$ cat config.mk
export PLATFORM = sky130hd
export DESIGN_NAME = bor_seq
export DESIGN_NICKNAME = d
export VERILOG_FILES = /design/src/rtl/bor_seq_pkg.sv /design/src/rtl/bor_seq_datapath.sv /design/src/rtl/bor_seq_control.sv /design/src/rtl/bor_seq.sv
export SDC_FILE = /design/constraint.sdc
export NUM_CORES = 1
export LEC_CHECK = 0
export ABC_AREA = 1
export ABC_CLOCK_PERIOD_IN_PS = 4150
export CAP_MARGIN = 20
export CORE_UTILIZATION = 35
export CTS_BUF_LIST = sky130_fd_sc_hd__clkbuf_4 sky130_fd_sc_hd__clkbuf_8
export DETAILED_ROUTE_END_ITERATION = 8
export GPL_TIMING_DRIVEN = 0
export PLACE_DENSITY = 0.63
export SLEW_MARGIN = 10
export SYNTH_ARGS = -nofsm -noshare
export SYNTH_HDL_FRONTEND = slang
export SYNTH_SLANG_ARGS = --single-unit
export TNS_END_PERCENT = 20
$ cat constraint.sdc
create_clock -name clk -period 4.15 [get_ports clk]
set_input_delay 0.6225 -clock clk [delete_from_list [all_inputs] [get_ports clk]]
set_output_delay 0.6225 -clock clk [all_outputs]
set_load 0.05 [all_outputs]
$ cat src/rtl/bor_seq_pkg.sv
package bor_seq_pkg;

  typedef enum logic [1:0] {
    SEQ_START = 2'd0,
    SEQ_WAIT  = 2'd1,
    SEQ_RUN   = 2'd2
  } seqStateT;

  // strobes from control to datapath
  typedef struct packed {
    logic cntInc;
    logic cntClr;
    logic flagSet;
  } seqStrobeT;

endpackage

$ cat src/rtl/bor_seq_datapath.sv
module bor_seq_datapath
  import bor_seq_pkg::*;
#(
  parameter int SYNC_STAGES  = 2,
  parameter int START_CYCLES = 20,
  parameter int OST_CYCLES   = 24,
  parameter int PWRT_BASE    = 8,
  parameter int FSCM_CYCLES  = 100
) (
  input  logic      clk,
  input  logic      porN,
  input  logic      pwrGood,
  input  logic [1:0] oscMode,
  input  logic [1:0] pwrtSel,
  input  logic      statusClr,
  input  seqStrobeT strobe,
  output logic      pgSync,
  output logic      pgFell,
  output logic      startDone,
  output logic      ostDone,
  output logic      pwrtDone,
  output logic      crystal,
  output logic      failSafe,
  output logic      borFlag
);

  localparam int PWRT_MAX_I = 4 * PWRT_BASE;
  localparam int TOP_A = (START_CYCLES > OST_CYCLES) ? START_CYCLES : OST_CYCLES;
  localparam int TOP_B = (PWRT_MAX_I > FSCM_CYCLES) ? PWRT_MAX_I : FSCM_CYCLES;
  localparam int CNT_TOP_I = (TOP_A > TOP_B) ? TOP_A : TOP_B;
  localparam int CNT_W = $clog2(CNT_TOP_I + 1);
  localparam logic [CNT_W-1:0] CNT_TOP   = CNT_W'(CNT_TOP_I);
  localparam logic [CNT_W-1:0] START_END = CNT_W'(START_CYCLES - 1);
  localparam logic [CNT_W-1:0] OST_END   = CNT_W'(OST_CYCLES);
  localparam logic [CNT_W-1:0] FSCM_END  = CNT_W'(FSCM_CYCLES);

  logic [SYNC_STAGES-1:0] syncQ;
  logic                   pgPrev;
  logic [CNT_W-1:0]       seqCnt;
  logic [CNT_W-1:0]       pwrtLen;
  logic [CNT_W-1:0]       pwrtTarget;

  // supply-good synchronizer
  always_ff @(posedge clk or negedge porN) begin
    if (!porN) begin
      syncQ  <= '0;
      pgPrev <= 1'b0;
    end else begin
      syncQ  <= {syncQ[SYNC_STAGES-2:0], pwrGood};
      pgPrev <= syncQ[SYNC_STAGES-1];
    end
  end

  assign pgSync = syncQ[SYNC_STAGES-1];
  assign pgFell = pgPrev & ~pgSync;

  // shared stage counter, saturating
  always_ff @(posedge clk or negedge porN) begin
    if (!porN) begin
      seqCnt <= '0;
    end else if (strobe.cntClr) begin
      seqCnt <= '0;
    end else if (strobe.cntInc && (seqCnt != CNT_TOP)) begin
      seqCnt <= seqCnt + 1'b1;
    end
  end

  always_comb begin
    case (pwrtSel)
      2'd0:    pwrtLen = '0;
      2'd1:    pwrtLen = CNT_W'(PWRT_BASE);
      2'd2:    pwrtLen = CNT_W'(2 * PWRT_BASE);
      default: pwrtLen = CNT_W'(4 * PWRT_BASE);
    endcase
  end

  assign crystal    = oscMode[1];
  assign failSafe   = crystal && (pwrtSel == 2'd0);
  assign pwrtTarget = failSafe ? FSCM_END : pwrtLen;
  assign startDone  = (seqCnt == START_END);
  assign ostDone    = (seqCnt >= OST_END);
  assign pwrtDone   = (seqCnt >= pwrtTarget);

  // sticky brown-out flag, set wins over clear
  always_ff @(posedge clk or negedge porN) begin
    if (!porN) begin
      borFlag <= 1'b0;
    end else if (strobe.flagSet) begin
      borFlag <= 1'b1;
    end else if (statusClr) begin
      borFlag <= 1'b0;
    end
  end

  // a supply loss empties the stage counter on the next edge
  a_r2_cnt_cleared : assert property (@(posedge clk) disable iff (!porN)
    !pgSync |=> (seqCnt == '0));

  // every loss of synchronized supply-good sets the flag
  a_r9_flag_set : assert property (@(posedge clk) disable iff (!porN)
    $fell(pgSync) |=> borFlag);

  // flag only drops through the clear strobe
  a_r10_flag_sticky : assert property (@(posedge clk) disable iff (!porN)
    (borFlag && !statusClr) |=> borFlag);

endmodule

$ cat src/rtl/bor_seq_control.sv
module bor_seq_control
  import bor_seq_pkg::*;
(
  input  logic      clk,
  input  logic      porN,
  input  logic      pgSync,
  input  logic      pgFell,
  input  logic      startDone,
  input  logic      ostDone,
  input  logic      pwrtDone,
  input  logic      crystal,
  input  logic      failSafe,
  input  logic      pllEn,
  input  logic      pllLock,
  output seqStrobeT strobe,
  output logic      coreRst,
  output logic      clkHold,
  output logic      ostEn
);

  seqStateT state;
  seqStateT stateNext;
  logic     holdQ;
  logic     clockOk;
  logic     releaseOk;

  // clock source ready: fail-safe delay replaces the oscillator and PLL waits
  assign clockOk   = failSafe ? pwrtDone
                              : ((!crystal || ostDone) && (!pllEn || pllLock));
  assign releaseOk = clockOk && pwrtDone;

  always_comb begin
    strobe         = '0;
    strobe.flagSet = pgFell;
    stateNext      = state;
    if (!pgSync) begin
      strobe.cntClr = 1'b1;
      stateNext     = SEQ_START;
    end else begin
      case (state)
        SEQ_START: begin
          if (startDone) begin
            strobe.cntClr = 1'b1;
            stateNext     = SEQ_WAIT;
          end else begin
            strobe.cntInc = 1'b1;
          end
        end
        SEQ_WAIT: begin
          strobe.cntInc = 1'b1;
          if (releaseOk) stateNext = SEQ_RUN;
        end
        SEQ_RUN:  stateNext = SEQ_RUN;
        default:  stateNext = SEQ_START;
      endcase
    end
  end

  always_ff @(posedge clk or negedge porN) begin
    if (!porN) begin
      state <= SEQ_START;
      holdQ <= 1'b1;
    end else begin
      state <= stateNext;
      holdQ <= !(pgSync && ((state == SEQ_RUN) ||
                            ((state == SEQ_WAIT) && clockOk)));
    end
  end

  assign coreRst = (state != SEQ_RUN) || !pgSync;
  assign clkHold = holdQ || !pgSync;
  assign ostEn   = pgSync && (state == SEQ_WAIT) && crystal && !failSafe && !ostDone;

  // lost supply forces the start-up stage
  a_r2_restart : assert property (@(posedge clk) disable iff (!porN)
    !pgSync |=> (state == SEQ_START));

  // start-up stage never releases the core
  a_r3_start_in_reset : assert property (@(posedge clk) disable iff (!porN)
    (state == SEQ_START) |-> coreRst);

  // oscillator timer runs only while the core is still in reset
  a_r4_ost_in_reset : assert property (@(posedge clk) disable iff (!porN)
    ostEn |-> coreRst);

  // an unlocked PLL keeps the clock held
  a_r5_pll_hold : assert property (@(posedge clk) disable iff (!porN)
    (pgSync && (state == SEQ_WAIT) && pllEn && !pllLock && !failSafe) |=> clkHold);

  // clock runs before reset is released
  a_r8_order : assert property (@(posedge clk) disable iff (!porN)
    !coreRst |-> !clkHold);

endmodule

$ cat src/rtl/bor_seq.sv
module bor_seq
  import bor_seq_pkg::*;
#(
  parameter int SYNC_STAGES  = 2,
  parameter int START_CYCLES = 20,
  parameter int OST_CYCLES   = 24,
  parameter int PWRT_BASE    = 8,
  parameter int FSCM_CYCLES  = 100
) (
  input  logic       clk,
  input  logic       porN,
  input  logic       pwrGood,
  input  logic [1:0] oscMode,
  input  logic       pllEn,
  input  logic       pllLock,
  input  logic [1:0] pwrtSel,
  input  logic       statusClr,
  output logic       coreRst,
  output logic       clkHold,
  output logic       ostEn,
  output logic       borFlag
);

  seqStrobeT strobe;
  logic pgSync, pgFell, startDone, ostDone, pwrtDone, crystal, failSafe;

  bor_seq_datapath #(
    .SYNC_STAGES (SYNC_STAGES),
    .START_CYCLES(START_CYCLES),
    .OST_CYCLES  (OST_CYCLES),
    .PWRT_BASE   (PWRT_BASE),
    .FSCM_CYCLES (FSCM_CYCLES)
  ) i_datapath (
    .clk      (clk),
    .porN     (porN),
    .pwrGood  (pwrGood),
    .oscMode  (oscMode),
    .pwrtSel  (pwrtSel),
    .statusClr(statusClr),
    .strobe   (strobe),
    .pgSync   (pgSync),
    .pgFell   (pgFell),
    .startDone(startDone),
    .ostDone  (ostDone),
    .pwrtDone (pwrtDone),
    .crystal  (crystal),
    .failSafe (failSafe),
    .borFlag  (borFlag)
  );

  bor_seq_control i_control (
    .clk      (clk),
    .porN     (porN),
    .pgSync   (pgSync),
    .pgFell   (pgFell),
    .startDone(startDone),
    .ostDone  (ostDone),
    .pwrtDone (pwrtDone),
    .crystal  (crystal),
    .failSafe (failSafe),
    .pllEn    (pllEn),
    .pllLock  (pllLock),
    .strobe   (strobe),
    .coreRst  (coreRst),
    .clkHold  (clkHold),
    .ostEn    (ostEn)
  );

endmodule

==> reports/results.ini, run 1 <==
[critical_path]
cp-startpoint=pwrtSel[0]
r2r_start=i_datapath.seqCnt[4]
cp_cell_sequence=clkdlybuf4s50_1 > inv_1 > ha_1 > nand2_1 > inv_1 > nor3_1 > clkdlybuf4s50_1
crit_type=input port to primary output
critPathLaunchType=input port
cp_data_required_time_ns=3.53
cp.arrival_ns=2.65
slowest_stage=clkdlybuf4s50_1
path_max_fanout=4
endpoint_kind=primary output
cpPeakStageDelay_ns=0.83

[placed_design]
place_congestion=0.792
placed_area_mm2=0.00121
io_buffer_count=12
hpwl_um=1610
post-place-ws_ns=0.877

[timing]
worstMarginPinSlew_ns=0.609
grt_setup_unrepaired=false
period_needed_ns=3.27
skew_ns=0.00461
maxSlewHeadroom_pct=59.3
drv_slew=0
min_period_over_period_pct=78.9
max_freq_mhz=306
setup_violations=0
tns_ns=0
hold_viol=0
timing.final.ws_setup_ns=0.878

[clock_tree]
postCtsSetupBuffers=0
holdBufCountCts=0
cts_tree=yes
cts-resized-gates=0
cts_root_buf=clkbuf_4
cts-buffers-inserted=3
cts.clk_slew.worst_paths_ns=0.08
clk_latency_ns=0.27
numClockSinks=14
htreeDepth=1
clk_path_buf_depth=2

[power_and_ir_drop]
report.power.total_uw=492
p_leak_nw=0.658
ir_worst_vdd_v=0.000226
p_per_area_mw_per_mm2=393

[cells_and_area]
syn2layout_area_growth_pct=18.5
nets=182
n_antenna_cell=0
drive_gt1_share_pct=11.4
final_util_pct=44.6
fillers=290
fin_area_mm2=0.00125

[die]
dieArea_mm2=0.00324
coreArea_mm2=0.00281
dieHeight_um=56.9
initial_core_util_pct=37.6
die_w_um=56.9
placement_rows=19
ioPinCount=14

[global_route]
grt_pass1_vias=877
grt_usage_pct=13.7
grt_first_pass_wirelength_um=3560
grt_max_degree=15
antenna_found_initial=0
grt_overflow=0

[worst_hold_path]
holdCritPathClass=flip-flop to flip-flop
hp-start=i_datapath.syncQ[0]

[run]
cap_violations=0

[synth]
synth_top_area_share_pct=30.8
syn-num-nets=165
ys_ff_latch=14
ys_seq_area_share_pct=33.3
avgSynthCellArea_um2=7.44
synth.area.top_cells=dfrtp_1 (31%), ha_1 (15%), nand2_1 (12%)
syn_inst=142
netlist_area_mm2=0.00106
yosys_warnings=0
synth_cell_type_count=25
synth_area_leader_cell=dfrtp_1

[drt]
ant_nets=0
wl_per_cell_um=10.4
drt_iter0_markers=13
drtPass1Iterations=6
wirelength_um=1960
drc_errors=2
num_vias=903
via_per_inst=4.78

[run_status]
status=finished, violations left
violations=design-rule violations

[cells in the mapped netlist]
library cell,number
nor2_1,16
nor2_2,1
a21oi_1,4
xor2_1,2
o21a_1,1
nor2_4,1
ha_1,13
nand4_2,1
nand3_2,1
nand3b_1,1
inv_2,2
xnor2_1,1
nand3_1,17
or2_2,1
nor3_1,1
nand4_1,1
a21o_1,1
inv_1,20
nand2_2,4
dfrtp_1,13
nor3_2,1
nand2_1,35
dfstp_2,1
buf_6,1
o21ai_0,2
[state kept, by name, indices dropped and copies added, names as in the netlist]
signal              cells
i_datapath.pgPrev       1
i_datapath.borFlag      1
i_datapath.seqCnt       7
i_datapath.syncQ        2
i_control.holdQ         1
i_control.state         2
[through the flow]
stage | cells | hold WS, ns
floorplan | 142 | 0.327
global placement | 185 | 0.336
detailed placement | 185 | 0.339
CTS | 189 | 0.362
global route | 189 | 0.375
finish | 189 | 0.358
[cell type report]
class                           count  area [um2]  share of cell area, %
Multi-Input combinational cell    105         611                   48.8
Sequential cell                    14         352                   28.1
Timing Repair Buffer               12         120                   9.60
Inverter                           22        82.6                   6.60
Tap cell                           31        38.8                   3.10
Clock buffer                        4        36.3                   2.90
Buffer                              1        11.3                  0.900
[placed cells by master, fill, tap and decap left out, drive strengths merged]
master	n
clkdlybuf4s50	12
nand4	2
dfstp	1
or2	1
nor2	18
a21o	1
nand2	39
xnor2	1
inv	22
a21oi	4
dfrtp	13
nor3	2
nand3	18
xor2	2
o21a	1
clkbuf	4
o21ai	2
nand3b	1
buf	1
ha	13
[where the power goes]
part	internal (mW)	switching (mW)
Clock	0.0533	0.0408
Combinational	0.0851	0.132
Sequential	0.160	0.0198
[per-layer routing]
layer / track usage, % / vias to the layer above / part of all wire (%)
li1: - / 480 / -
met1: 17.2 / 406 / 48
met2: 24.2 / 15 / 49
met3: 0.680 / 2 / 2.2
met4: 6.27 / 0 / 0.82
met5: 0 / - / 0
[worst paths after layout]
path	endpoint	slack, ns	cells after the start
setup / recovery	ostEn	0.88	7
hold reg to reg	i_datapath.syncQ[1]	0.36	0
min in group asynchronous	i_datapath.borFlag	0.73	1
hold / removal	i_datapath.syncQ[1]	0.36	0
setup reg to reg	i_control.state[0]	2.55	9
max in group asynchronous	i_datapath.seqCnt[3]	3.03	1
[cells by family after synthesis]
logic type / synth area share, %
flops: 33.3
compound gates: 4.27
simple gates: 35.7
buf+inv: 8.89
xor+xnor: 2.49
fa+ha+maj: 15.4
[worst max-delay path: cells and delay by family]
family | cells | cell delay [ns]
adder cells (fa/ha/maj) | 1 | 0.21
AND/OR/NAND/NOR | 2 | 0.32
buffers and inverters | 4 | 1.48
No activity file was read; power rests on OpenSTA's default activity.
==> run 2: changes to the inputs <==
--- a/config.mk
+++ b/config.mk
@@ -6,7 +6,7 @@
 export NUM_CORES = 1
 export LEC_CHECK = 0
 export ABC_AREA = 1
-export ABC_CLOCK_PERIOD_IN_PS = 4150
+export ABC_CLOCK_PERIOD_IN_PS = 3050
 export CAP_MARGIN = 20
 export CORE_UTILIZATION = 35
 export CTS_BUF_LIST = sky130_fd_sc_hd__clkbuf_4 sky130_fd_sc_hd__clkbuf_8
==> constraint.sdc (replaced) <==
create_clock -name clk -period 3.05 [get_ports clk]
set_input_delay 0.4575 -clock clk [delete_from_list [all_inputs] [get_ports clk]]
set_output_delay 0.4575 -clock clk [all_outputs]
set_load 0.05 [all_outputs]
==> results of run 2 <==
Same layout as run 1 (identical final DEF). Status: finished, violations left: design-rule violations.
Among the figures that moved: setup slack after placement 0.877 ns -> 0.107 ns; setup slack after layout 0.878 ns -> 0.108 ns; register-to-register setup slack 2.55 ns -> 1.45 ns; total power 0.492 mW -> 0.669 mW; worst IR drop on VDD 0.000226 V -> 0.000308 V
==> run 3: changes to the inputs <==
--- a/config.mk
+++ b/config.mk
@@ -8,11 +8,13 @@
 export ABC_AREA = 1
 export ABC_CLOCK_PERIOD_IN_PS = 3050
 export CAP_MARGIN = 20
+export CORE_MARGIN = 4
 export CORE_UTILIZATION = 35
 export CTS_BUF_LIST = sky130_fd_sc_hd__clkbuf_4 sky130_fd_sc_hd__clkbuf_8
 export DETAILED_ROUTE_END_ITERATION = 8
 export GPL_TIMING_DRIVEN = 0
 export PLACE_DENSITY = 0.63
+export SKIP_LAST_GASP = 1
 export SLEW_MARGIN = 10
 export SYNTH_ARGS = -nofsm -noshare
 export SYNTH_HDL_FRONTEND = slang
==> reports/results.ini, run 3 (same netlist as run 1, synthesis figures left out) <==
[global_route]
grt_first_pass_wirelength_um=3590  ; +0.96%
grt_pass1_vias=894  ; +1.9%
grt_max_degree=15  ; unchanged
grt_usage_pct=11.0  ; -2.7 points
grt_overflow=0  ; unchanged
antenna_found_initial=0  ; unchanged

[clock_tree]
cts.clk_slew.worst_paths_ns=0.08  ; about the same
numClockSinks=14  ; unchanged
clk_latency_ns=0.27  ; about the same
postCtsSetupBuffers=0  ; unchanged
cts-buffers-inserted=3  ; unchanged
holdBufCountCts=0  ; unchanged
htreeDepth=1  ; unchanged
cts_root_buf=clkbuf_4
cts_tree=yes
clk_path_buf_depth=2  ; unchanged

[cells_and_area]
syn2layout_area_growth_pct=18.7
top_regs=i_datapath.seqCnt (7), i_control.state (2), i_datapath.syncQ (2)
drive_gt1_share_pct=11.4  ; unchanged
instances_no_fill=189  ; unchanged
largest_register_ffs=7  ; unchanged
fin_area_mm2=0.00125  ; +0.20%
n_antenna_cell=0  ; unchanged
nets=182  ; unchanged
final_cell_mix=nand2_1 (35), inv_1 (20), nand3_1 (17)
final_common_cell=nand2_1
top_register=i_datapath.seqCnt

[drt]
drc_errors=0  ; -2
drtPass1Iterations=2  ; -4
ant_nets=0  ; unchanged
via_per_inst=4.72  ; -1.1%
wl_per_cell_um=10.6  ; +1.7%
wirelength_um=2000  ; +1.7%
num_vias=893  ; -1.1%
drt_iter0_markers=30  ; +17

[critical_path]
endpoint_kind=primary output
cpPeakStageDelay_ns=0.48  ; -0.35 ns
crit_family=buffers and inverters
cp_cell_sequence=clkdlybuf4s50_1 > inv_1 > ha_1 > nand2_1 > inv_1 > nor3_1 > dlymetal6s2s_1
path_max_fanout=4  ; unchanged
crit_buf_inv=4  ; unchanged
r2r_start=i_datapath.seqCnt[6]
r2r-end=i_control.state[1]
critPathLaunchType=input port
cp_data_required_time_ns=2.59
cpMostUsedCell=inv_1
worstRegToRegCells=8  ; -1
slowest_stage=clkdlybuf4s50_1
crit_type=input port to primary output
r2r_setup_slack_ns=1.44
cp.arrival_ns=2.07

[timing]
drv_slew=0  ; unchanged
period_needed_ns=2.53
skew_ns=0.00678  ; +0.00217 ns
max_freq_mhz=395
maxSlewHeadroom_pct=59.8  ; +0.51 points
worstMarginPinSlew_ns=0.601  ; -0.00757 ns
hold_viol=0  ; unchanged
min_period_over_period_pct=82.9
timing.final.ws_setup_ns=0.520
grt_setup_unrepaired=false
setup_violations=0  ; unchanged
tns_ns=0  ; unchanged

[power_and_ir_drop]
report.power.total_uw=669
p_leak_nw=0.676  ; +2.7%
ir_worst_vdd_v=0.000315
p_per_area_mw_per_mm2=534

[placed_design]
hpwl_um=1640  ; +1.8%
place_congestion=0.871  ; +10%
placed_area_mm2=0.00121  ; unchanged
io_buffer_count=12  ; unchanged
dp.cells=185  ; unchanged
post-place-ws_ns=0.115

[worst_hold_path]
holdCritPathClass=flip-flop to flip-flop
whs_path_depth=0  ; unchanged
hp-start=i_datapath.syncQ[0]
whs_endpoint=i_datapath.syncQ[1]

[die]
dieArea_mm2=0.00396  ; +22%
die_w_um=62.9  ; +11%
initial_core_util_pct=37.3  ; -0.32 points
placement_rows=19  ; unchanged
ioPinCount=14  ; unchanged
coreArea_mm2=0.00283  ; +0.85%
dieHeight_um=62.9  ; +11%

[run_status]
status=completed

[run]
cap_violations=0  ; unchanged

-- run 3: how the worst max path moves through the flow --
stage	startpoint	to	slack, ns	depth (start not counted)
2_1_floorplan	pwrtSel[0]	ostEn	0.63	5
4_1_cts	pwrtSel[0]	ostEn	0.09	7
3_3_place_gp	pwrtSel[0]	ostEn	0.14	7
5_1_grt	pwrtSel[0]	ostEn	0.35	7
6_report	pwrtSel[0]	ostEn	0.52	7
3_5_place_dp	pwrtSel[0]	ostEn	0.12	7
-- run 3: worst register-to-register path, cell delays in order, from the launching register on --
cell and delay (ns):
dfrtp_1 0.47, ha_1 0.37, a21o_1 0.18, nor2_1 0.09
nand2_1 0.07, nand3_1 0.11, nand2_1 0.09, nand2_1 0.07
nand2_1 0.05
-- run 3: what timing repair did --
action	in CTS	in global routing
endpoints found under the hold margin	0	0
setup endpoints to repair	0	1
gates resized for setup	0	1
-- run 3: stage by stage --
stage	hold WS (ns)	util, %
global placement	0.339	42.9
global route	0.376	44.3
finish	0.357	44.3
CTS	0.358	44.2
floorplan	0.162	-
detailed placement	0.339	42.9
-- run 3: where the power goes --
part,total [mW],leakage [nW],internal (mW),switching (mW)
Sequential,0.246,0.180,0.218,0.0282
Clock,0.126,0.0210,0.0724,0.0538
Combinational,0.296,0.475,0.116,0.181
-- run 3: final cells by class --
| cell class | instances | area [um2] |
|---|---|---|
| well taps | 31 | 38.8 |
| repair buffers | 12 | 123 |
| plain buffers | 1 | 11.3 |
| clock buffers | 4 | 36.3 |
| inverters | 22 | 82.6 |
| multi-input cells | 105 | 611 |
| fillers | 286 | 1580 |
| flip-flops and latches | 14 | 352 |
-- run 3: metal layers --
| layer | up-vias | wire length (um) | GRT usage, % |
|---|---|---|---|
| met1 | 399 | 973 | 12.7 |
| met5 | - | 0 | 0 |
| li1 | 479 | - | - |
| met4 | 0 | 34 | 6.61 |
| met2 | 11 | 950 | 18.4 |
| met3 | 4 | 39 | 2.16 |
